### src/rtl/sereep_pkg.sv
package sereep_pkg;
  typedef enum logic [2:0] {
    ST_IDLE,
    ST_DEV,
    ST_WADR,
    ST_WDAT,
    ST_ACKW,
    ST_RDAT,
    ST_ACKR,
    ST_IGN
  } st_e;
endpackage

### src/rtl/sereep_deglitch.sv
// Two-flop synchronizer followed by a run-length filter: the output follows
// the input only after N consecutive samples disagree with it.
module sereep_deglitch #(
  parameter int N = 4
) (
  input  logic clk,
  input  logic rst_n,
  input  logic din,
  output logic dout
);
  localparam int CW = $clog2(N + 1);

  logic s1_q, s2_q, out_q, out_d;
  logic [CW-1:0] cnt_q, cnt_d;

  always_comb begin
    out_d = out_q;
    cnt_d = '0;
    if (s2_q != out_q) begin
      if (cnt_q == CW'(N - 1)) begin
        out_d = s2_q;
      end else begin
        cnt_d = cnt_q + CW'(1);
      end
    end
  end

  always_ff @(posedge clk or negedge rst_n) begin
    if (!rst_n) begin
      s1_q  <= 1'b1;
      s2_q  <= 1'b1;
      out_q <= 1'b1;
      cnt_q <= '0;
    end else begin
      s1_q  <= din;
      s2_q  <= s1_q;
      out_q <= out_d;
      cnt_q <= cnt_d;
    end
  end

  assign dout = out_q;
endmodule

### src/rtl/sereep_wpqual.sv
// Minimum-width qualifier: q rises after MIN consecutive high samples.
module sereep_wpqual #(
  parameter int MIN = 8
) (
  input  logic clk,
  input  logic rst_n,
  input  logic wp,
  output logic q
);
  localparam int CW = $clog2(MIN + 1);

  logic s1_q, s2_q;
  logic [CW-1:0] cnt_q, cnt_d;

  always_comb begin
    if (!s2_q) begin
      cnt_d = '0;
    end else if (cnt_q != CW'(MIN)) begin
      cnt_d = cnt_q + CW'(1);
    end else begin
      cnt_d = cnt_q;
    end
  end

  always_ff @(posedge clk or negedge rst_n) begin
    if (!rst_n) begin
      s1_q  <= 1'b0;
      s2_q  <= 1'b0;
      cnt_q <= '0;
    end else begin
      s1_q  <= wp;
      s2_q  <= s1_q;
      cnt_q <= cnt_d;
    end
  end

  assign q = (cnt_q == CW'(MIN));
endmodule

### src/rtl/sereep_target.sv
module sereep_target
  import sereep_pkg::*;
#(
  parameter int         FILT_N  = 4,
  parameter int         WP_MIN  = 8,
  parameter int         TWR_CYC = 2000,
  parameter int         DEPTH   = 16,
  parameter logic [3:0] DEV_HI  = 4'b1010
) (
  input  logic       clk,
  input  logic       rst_n,
  input  logic       scl_i,
  input  logic       sda_i,
  input  logic       wp_i,
  input  logic [2:0] strap_i,
  output logic       sda_oe,
  output logic       busy_o,
  output logic       rewrite_o
);
  localparam int AW = $clog2(DEPTH);
  localparam int TW = $clog2(TWR_CYC);
  localparam logic [TW-1:0] TLAST = TW'(TWR_CYC - 1);

  // reset: asserted asynchronously, released on the clock
  logic rs1_q, rs2_q, rst_s;
  always_ff @(posedge clk or negedge rst_n) begin
    if (!rst_n) begin
      rs1_q <= 1'b0;
      rs2_q <= 1'b0;
    end else begin
      rs1_q <= 1'b1;
      rs2_q <= rs1_q;
    end
  end
  assign rst_s = rs2_q;

  logic scl_f, sda_f, wp_q;
  sereep_deglitch #(.N(FILT_N)) u_flt_scl (.clk(clk), .rst_n(rst_s), .din(scl_i), .dout(scl_f));
  sereep_deglitch #(.N(FILT_N)) u_flt_sda (.clk(clk), .rst_n(rst_s), .din(sda_i), .dout(sda_f));
  sereep_wpqual   #(.MIN(WP_MIN)) u_wpq   (.clk(clk), .rst_n(rst_s), .wp(wp_i), .q(wp_q));

  logic scl_p, sda_p;
  logic scl_rise, scl_fall, start_ev, stop_ev;
  assign scl_rise = scl_f & ~scl_p;
  assign scl_fall = ~scl_f & scl_p;
  assign start_ev = scl_f & scl_p & sda_p & ~sda_f;
  assign stop_ev  = scl_f & scl_p & ~sda_p & sda_f;

  st_e           st_q, st_d, post_q, post_d;
  logic [6:0]    sh_q, sh_d;
  logic [3:0]    bcnt_q, bcnt_d;
  logic          oe_q, oe_d, got_q, got_d, pend_q, pend_d;
  logic          win_q, win_d, cancel_q, cancel_d;
  logic          ackit_q, ackit_d, more_q, more_d;
  logic          busy_q, busy_d, rewr_q, rewr_d;
  logic [AW-1:0] ptr_q, ptr_d, paddr_q, paddr_d;
  logic [7:0]    pdat_q, pdat_d;
  logic [TW-1:0] tcnt_q, tcnt_d;

  logic [7:0]    mem_q [DEPTH];
  logic          mwe;
  logic [AW-1:0] mwa;
  logic [7:0]    mwd;
  logic [7:0]    rd_byte;
  assign rd_byte = mem_q[ptr_q];

  always_comb begin
    st_d = st_q;     post_d = post_q;   sh_d = sh_q;       bcnt_d = bcnt_q;
    oe_d = oe_q;     got_d = got_q;     pend_d = pend_q;   win_d = win_q;
    ackit_d = ackit_q; more_d = more_q; busy_d = busy_q;   rewr_d = rewr_q;
    ptr_d = ptr_q;   paddr_d = paddr_q; pdat_d = pdat_q;   tcnt_d = tcnt_q;
    cancel_d = cancel_q | (win_q & wp_q);
    mwe = 1'b0;
    mwa = paddr_q;
    mwd = pdat_q;

    if (start_ev) begin
      st_d = ST_DEV;  bcnt_d = '0;  oe_d = 1'b0;
      got_d = 1'b0;   pend_d = 1'b0; win_d = 1'b0; cancel_d = 1'b0;
    end else if (stop_ev) begin
      st_d = ST_IDLE; oe_d = 1'b0; win_d = 1'b0; pend_d = 1'b0;
      if (pend_q && !cancel_d && !busy_q) begin
        busy_d  = 1'b1;
        tcnt_d  = '0;
        paddr_d = ptr_q;
      end
    end else begin
      unique case (st_q)
        ST_DEV, ST_WADR, ST_WDAT: begin
          if (scl_rise && bcnt_q != 4'd8) begin
            sh_d   = {sh_q[5:0], sda_f};
            bcnt_d = bcnt_q + 4'd1;
            if (bcnt_q == 4'd7) begin
              if (st_q == ST_DEV) begin
                ackit_d = (sh_q == {DEV_HI, strap_i}) && !busy_q;
                post_d  = sda_f ? ST_RDAT : ST_WADR;
              end else if (st_q == ST_WADR) begin
                ackit_d = 1'b1;
                post_d  = ST_WDAT;
              end else begin
                ackit_d = !got_q;
                post_d  = ST_WDAT;
                if (!got_q) begin
                  got_d  = 1'b1;
                  pend_d = 1'b1;
                  pdat_d = {sh_q, sda_f};
                  win_d  = 1'b1;
                end
              end
            end
          end else if (scl_fall && bcnt_q == 4'd8) begin
            if (ackit_q) begin
              oe_d = 1'b1;
              st_d = ST_ACKW;
              if (st_q == ST_WADR) ptr_d = sh_q[AW-1:0];
            end else begin
              st_d = ST_IGN;
            end
          end
        end
        ST_ACKW: begin
          if (scl_fall) begin
            bcnt_d = '0;
            if (post_q == ST_RDAT) begin
              sh_d   = rd_byte[6:0];
              oe_d   = !rd_byte[7];
              bcnt_d = 4'd1;
              ptr_d  = ptr_q + AW'(1);
              st_d   = ST_RDAT;
            end else begin
              oe_d = 1'b0;
              st_d = post_q;
            end
          end
        end
        ST_RDAT: begin
          if (scl_fall) begin
            if (bcnt_q == 4'd8) begin
              oe_d = 1'b0;
              st_d = ST_ACKR;
            end else begin
              oe_d   = !sh_q[6];
              sh_d   = {sh_q[5:0], 1'b0};
              bcnt_d = bcnt_q + 4'd1;
            end
          end
        end
        ST_ACKR: begin
          if (scl_rise) begin
            more_d = !sda_f;
          end else if (scl_fall) begin
            if (more_q) begin
              sh_d   = rd_byte[6:0];
              oe_d   = !rd_byte[7];
              bcnt_d = 4'd1;
              ptr_d  = ptr_q + AW'(1);
              st_d   = ST_RDAT;
            end else begin
              oe_d = 1'b0;
              st_d = ST_IGN;
            end
          end
        end
        default: ;
      endcase
    end

    // internal programming interval
    if (busy_q) begin
      if (wp_q) begin
        busy_d = 1'b0;
        rewr_d = 1'b1;
        mwe    = 1'b1;
        mwd    = 8'hFF;
      end else if (tcnt_q == TLAST) begin
        busy_d = 1'b0;
        rewr_d = 1'b0;
        mwe    = 1'b1;
      end else begin
        tcnt_d = tcnt_q + TW'(1);
      end
    end
  end

  always_ff @(posedge clk or negedge rst_s) begin
    if (!rst_s) begin
      scl_p <= 1'b1;   sda_p <= 1'b1;
      st_q <= ST_IDLE; post_q <= ST_IDLE; sh_q <= '0;     bcnt_q <= '0;
      oe_q <= 1'b0;    got_q <= 1'b0;     pend_q <= 1'b0; win_q <= 1'b0;
      cancel_q <= 1'b0; ackit_q <= 1'b0;  more_q <= 1'b0;
      busy_q <= 1'b0;  rewr_q <= 1'b0;    ptr_q <= '0;    paddr_q <= '0;
      pdat_q <= '0;    tcnt_q <= '0;
    end else begin
      scl_p <= scl_f;  sda_p <= sda_f;
      st_q <= st_d;    post_q <= post_d;  sh_q <= sh_d;   bcnt_q <= bcnt_d;
      oe_q <= oe_d;    got_q <= got_d;    pend_q <= pend_d; win_q <= win_d;
      cancel_q <= cancel_d; ackit_q <= ackit_d; more_q <= more_d;
      busy_q <= busy_d; rewr_q <= rewr_d; ptr_q <= ptr_d; paddr_q <= paddr_d;
      pdat_q <= pdat_d; tcnt_q <= tcnt_d;
    end
  end

  always_ff @(posedge clk or negedge rst_s) begin
    if (!rst_s) begin
      for (int i = 0; i < DEPTH; i++) mem_q[i] <= '0;
    end else if (mwe) begin
      mem_q[mwa] <= mwd;
    end
  end

  assign sda_oe    = oe_q;
  assign busy_o    = busy_q;
  assign rewrite_o = rewr_q;
endmodule

### config.mk
export PLATFORM = sky130hd
export DESIGN_NAME = sereep_target
export DESIGN_NICKNAME = d
export VERILOG_FILES = /design/src/rtl/sereep_pkg.sv /design/src/rtl/sereep_deglitch.sv /design/src/rtl/sereep_wpqual.sv /design/src/rtl/sereep_target.sv
export SDC_FILE = /design/constraint.sdc
export NUM_CORES = 1
export LEC_CHECK = 0
export BUFFER_PORTS_ARGS = -buffer_cell sky130_fd_sc_hd__buf_2
export CAP_MARGIN = 5
export CORE_MARGIN = 10
export CORE_UTILIZATION = 58
export CTS_CLUSTER_SIZE = 12
export DETAILED_ROUTE_END_ITERATION = 16
export PLACE_DENSITY = 0.84
export SLEW_MARGIN = 10
export SYNTH_ARGS = -nofsm -noshare
export SYNTH_HDL_FRONTEND = slang
export SYNTH_SLANG_ARGS = --single-unit
### constraint.sdc
create_clock -name clk -period 11.31 [get_ports clk]
set_input_delay 1.6965 -clock clk [delete_from_list [all_inputs] [get_ports clk]]
set_output_delay 1.6965 -clock clk [all_outputs]
set_load 0.05 [all_outputs]
==> Word level (Yosys, flattened, before mapping) <==
Cells that the tools add are included.
{ "word_totals": {"reg_bits": 202, "latchBits": 0, "ramBits": 0, "mem_bits_ro": 0, "input_bits": 8, "n_memories": 0} }
{ "op_classes": {"addsub": 6, "n_mul": 0, "div": 0, "n_lt_le_gt_ge": 3, "n_eq_ne": 52, "shifts": 0, "n_mux": 107, "n_bitwise": 20, "reduce_logical": 38} }
{ "op_table": {"columns": ["operator", "count"], "rows": [
  ["bitwise mux 128 bit", 1],
  ["2-to-1 mux 4 bit", 20],
  ["2-to-1 mux 11 bit", 6],
  ["2-to-1 mux 7 bit", 8],
  ["2-to-1 mux 3 bit", 16],
  ["2-to-1 mux 1 bit", 42],
  ["2-to-1 mux 8 bit", 5],
  ["inequality test 4 bit (second input constant)", 10],
  ["binary-select mux 8 bit (select 4 bit)", 1],
  ["demux 8 bit (select 4 bit)", 1],
  ["inequality test 2 bit (second input constant)", 16],
  ["inequality test 3 bit (second input constant)", 10],
  ["one-hot mux 7 bit (4 select lines)", 1],
  ["AND reduction 8 bit", 3],
  ["one-hot mux 4 bit (4 select lines)", 1],
  ["adder 4 x 1 -> 4 bit (second input constant)", 3],
  ["equality test 3 x 2 -> 1 bit (second input constant)", 4],
  ["equality test 3 bit (second input constant)", 4],
  ["one-hot mux 3 bit (4 select lines)", 1],
  ["one-hot mux 4 bit (3 select lines)", 1],
  ["AND reduction 12 bit", 1],
  ["AND reduction 6 bit", 2],
  ["nonzero test 3 bit", 4],
  ["adder 11 x 1 -> 11 bit (second input constant)", 1],
  ["28 further kinds", 64]
]} }

==> Logic depth before layout (Yosys ltp) <==
{ "logic_depth": {"depth_word": 12, "depth_mapped": 10} }

==> By module <==
Synthesis repeated with hierarchy kept, for this count alone.
{ "unflattened": {"hier_cells": 869, "area_unflattened_um2": 9323.9} }
{ "by_module_without_submodules": {"columns": ["mod", "n_inst", "cells_each", "area_per_inst_um2"], "rows": [
  ["sereep_target", 1, 819, 8603.3],
  ["sereep_deglitch", 2, 13, 220.2],
  ["sereep_wpqual", 1, 24, 280.3]
]} }

==> Worst setup path after synthesis <==
Ideal clock, no wire load.
{ "synth_timing": {"path_kind": "input-to-reg", "from": "input strap_i[2]", "to": "register ackit_q", "setup_time_ns": 0.079, "arrival_time_ns": 2.306, "required_time_ns": 11.231, "path_slack_ns": 8.925, "stages": 5, "n_path_buf": 0, "cell_sequence": "xnor2_1 nand3_1 o31ai_1 a21boi_0 mux2i_1"} }
{ "synth_via": {"elab_chain_len": 3} }
{ "synth_lines": {"columns": ["item", "line", "text"], "rows": [
  ["start, declared", "sereep_target.sv:15", "input logic [2:0] strap_i,"],
  ["equality test 7 bit", "sereep_target.sv:95", "ackit_d = (sh_q == {DEV_HI, strap_i}) && !busy_q;"],
  ["logical AND 1 bit", "sereep_target.sv:95", null],
  ["2-to-1 mux 1 bit", "sereep_target.sv:94", "if (st_q == ST_DEV) begin"],
  ["end signal, assigned", "sereep_target.sv:197", "cancel_q <= cancel_d; ackit_q <= ackit_d; more_q <= more_d;"],
  ["end, declared", "sereep_target.sv:54", "logic ackit_q, ackit_d, more_q, more_d;"]
]} }
Every way passes these cells.
A chain may end at the register's enable or synchronous reset.

==> Worst setup path in the final report <==
{ "layout_timing": {"from": "register busy_q (netlist: busy_o)", "to": "output busy_o"} }
{ "layout_lines": {"columns": ["item", "line", "text"], "rows": [
  ["start, declared", "sereep_target.sv:55", "logic busy_q, busy_d, rewr_q, rewr_d;"],
  ["start signal, assigned", "sereep_target.sv:198", "busy_q <= busy_d; rewr_q <= rewr_d; ptr_q <= ptr_d; paddr_q <= paddr_d;"],
  ["end, declared", "sereep_target.sv:17", "output logic busy_o,"]
]} }
No word-level cell between the ends.

==> impl_metrics.toml <==
[outcome]
status = "finished clean"

[worst_hold_path]
hold_path_depth = 0
min_path_type = "reg -> reg"

[timing]
rsz0062_at_grt = "no"
worstMarginPinSlew_ps = 1170
fmax_ghz = 0.305
maxSlewViolCount = 0
finalHoldViolations = 0
maxSlewHeadroom_pct = 21.9
worst_slack_ps = 8030
skew_ps = 17.1
post-route-min-period_ps = 3280
hold_slack_ps = 350
setup-violations-final = 0
fin_crit_sh_pct = 29.0
tns_ps = 0

[detailed_routing]
ant_nets = 0
firstDrtPassIters = 5
post-route-drc-count = 0
viasPerCell = 6.28
routed_wl_um = 22300
first_iter_violations = 694
routedWlPerCell_um = 20.7
vias = 6756

[placement]
place_area_sq_um = 9580
portBuffers = 10
dp.cells = 1036
routabilityCongestion = 0.921
dp_hpwl_um = 13800
post-place-ws_ps = 8340

[critical_path]
endpoint_kind = "output pin"
cp_max_fo = 19
critical_path_depth = 1
worstSetupEndpoint = "busy_o"
rr_endpoint = "mem_q[108]$_DFFE_PN0P_"
cp_slowest_cell = "dfrtp_1"
worstSetupStartpoint = "busy_o$_DFF_PN0_"
r2r_cells = 5
cp_data_arrival_time_ps = 1580
worstPathBufferInverterCount = 1
path_cells = "buf_2"
reg2reg_from = "tcnt_q[0]$_DFF_PN0_"
critPathRequiredTime_ps = 9610
startpoint_type = "register"
critPathKind = "reg -> out"
slowest_delay_ps = 700
r2r_setup_slack_ps = 8320
cpLargestDelayFamily = "flip-flops"

[power_and_ir_drop]
power.density_nw_per_um2 = 198
p_leak_nw = 4.70
vdd_drop_max_mv = 0.135

[synth]
synth_common_cells = "dfrtp_1 (194), nand2_1 (95), nor2_1 (91)"
syn_nets = 878
yosys.area_share.adder_pct = 1.05
seq_area_frac_synth_pct = 53.2
yosysUniqueCellTypes = 74
synth-xor-area-share_pct = 0.921
synth_compound_gate_area_share_pct = 12.3
yosys.area_share.simple_pct = 15.2
ys.flop_type = "dfrtp_1"
synth_enable_flop_cells = 0
async_flop_share_pct = 100
muxShareOfSynthArea_pct = 13.7
synthCells = 862
yosys.area.top_type = "dfrtp_1"
syn_area_sq_um = 9510
synth_most_common_cell = "dfrtp_1"
synth_top_family_by_area = "simple AND/OR/NAND/NOR gates"
yosysTopAreaCellShare_pct = 51.0
yosys_warnings = 0
ys_top_cells_by_area = "dfrtp_1 (51%), mux4_2 (5.0%), a21oi_1 (3.8%)"
synth-seq-cells = 202
syn_avg_cell_area_sq_um = 11.0

[floorplanning]
core_area_sq_um = 16000
die-area_sq_um = 21900
start_util_pct = 59.4
die_h_um = 148
fp-row-count = 46
io_pins = 11
die_w_um = 148

[global_route]
antenna_found_initial = 0
grt_pass1_vias = 6796
grt_pass1_wl_um = 36600
grt_usage_pct = 20.7
gr-total-overflow = 0
grt_start_max_net_pins = 86

[final_layout]
drive_above_1_share_pct = 15.6
fin_area_sq_um = 10300
layout.nets = 860
layout-area-overhead-vs-synth_pct = 7.92
multi_input_area_sq_um = 4100
instances_no_fill = 1076
regArea_sq_um = 5070
n_antenna_cell = 0
fill_cells = 1225

[clocking]
clock_latency_ps = 520
clockRootBuffer = "clkbuf_16"
cts_tree = "built"
clk_pin_slew_worst_paths_ps = 60
clock_sinks = 202
cts-resized-gates = 0
cts_buffer_depth = 3
cts_max_level = 1
cts_hold_buffers = 0
post_cts_buffers = 0
numCtsBuffers = 22

[flow_run]
drv_cap = 0
-- flip-flops by register name, indices dropped and copies added, names as in the netlist, 4 cells and up --
signal	cells
bcnt_q	4
mem_q	128
mwa	4
pdat_q	8
ptr_q	4
sh_q	7
tcnt_q	11
u_wpq.cnt_q	4
-- stage by stage --
step                      util (%)  power [mW]
final                         64.2        2.03
after global routing          64.2        2.12
after CTS                     64.2        2.03
after detailed placement      59.9        1.34
after global placement        59.9        1.33
after floorplan                  -        1.24
-- placed cells by master, fill, tap and decap left out, types with 4 or more instances in the layout --
| cell | count |
|---|---|
| nand2b_1 | 5 |
| clkbuf_8 | 4 |
| nor2_1 | 91 |
| ha_1 | 8 |
| nand2_1 | 95 |
| and4b_1 | 7 |
| and2_1 | 6 |
| dfstp_2 | 8 |
| clkbuf_1 | 9 |
| clkbuf_16 | 23 |
| nor3_1 | 14 |
| o31ai_1 | 8 |
| o221ai_1 | 4 |
| buf_2 | 10 |
| clkinv_2 | 4 |
| nand3b_1 | 4 |
| o21ai_0 | 64 |
| buf_4 | 5 |
| inv_1 | 13 |
| nor2b_1 | 10 |
| xnor2_1 | 9 |
| dfrtp_1 | 192 |
| o21ai_1 | 6 |
| or2_2 | 9 |
| mux2_4 | 4 |
| mux2_2 | 31 |
| mux4_1 | 9 |
| nand3_1 | 12 |
| mux2i_1 | 16 |
| nand4_1 | 11 |
| mux4_2 | 21 |
| and3_1 | 7 |
| or3_1 | 5 |
| a21boi_0 | 4 |
| a21oi_1 | 72 |
-- how the worst min path moves through the flow --
stage,end,from,slack [ps]
2_1_floorplan,rs2_q$_DFF_PN0_,rs1_q$_DFF_PN0_,330
3_3_place_gp,u_wpq.s2_q$_DFF_PN0_,u_wpq.s1_q$_DFF_PN0_,330
3_5_place_dp,u_wpq.s2_q$_DFF_PN0_,u_wpq.s1_q$_DFF_PN0_,340
4_1_cts,u_wpq.s2_q$_DFF_PN0_,u_wpq.s1_q$_DFF_PN0_,350
5_1_grt,u_wpq.s2_q$_DFF_PN0_,u_wpq.s1_q$_DFF_PN0_,360
6_report,u_wpq.s2_q$_DFF_PN0_,u_wpq.s1_q$_DFF_PN0_,350
-- where the power goes --
part	total (mW)	internal [mW]	switching, mW
registers	0.907	0.786	0.121
logic	0.436	0.185	0.251
clock network	0.691	0.400	0.291
total	2.03	1.37	0.664
-- cell type report --
type                       instances  share of cell area, %
tap                              216                   2.63
clock buffer                      36                   6.47
inverter                          13                  0.475
sequential                       202                   49.4
clock inverter                     4                  0.195
timing repair buffer              15                  0.853
multi-input combinational        590                   40.0
-- cells by family (layout without fill, tap and decap cells) --
family                     after synthesis  count (layout)
adders and majority gates                8               8
AOI/OAI and AO/OA                      195             195
and+or+nand+nor                        293             293
xor gates and xnor gates                10              10
DFF                                    202             202
other                                    1               1
buffers and inverters                   70              68
muxes                                   83              83
-- layer usage --
metal,global-route usage [%],vias to the layer above,wire (um)
li1,-,3070,-
met3,3.91,60,1520
met5,0,-,0
met1,27.1,3366,9240
met4,8.77,0,788
met2,33.1,260,10700
Power figures use the tool's default switching activity.
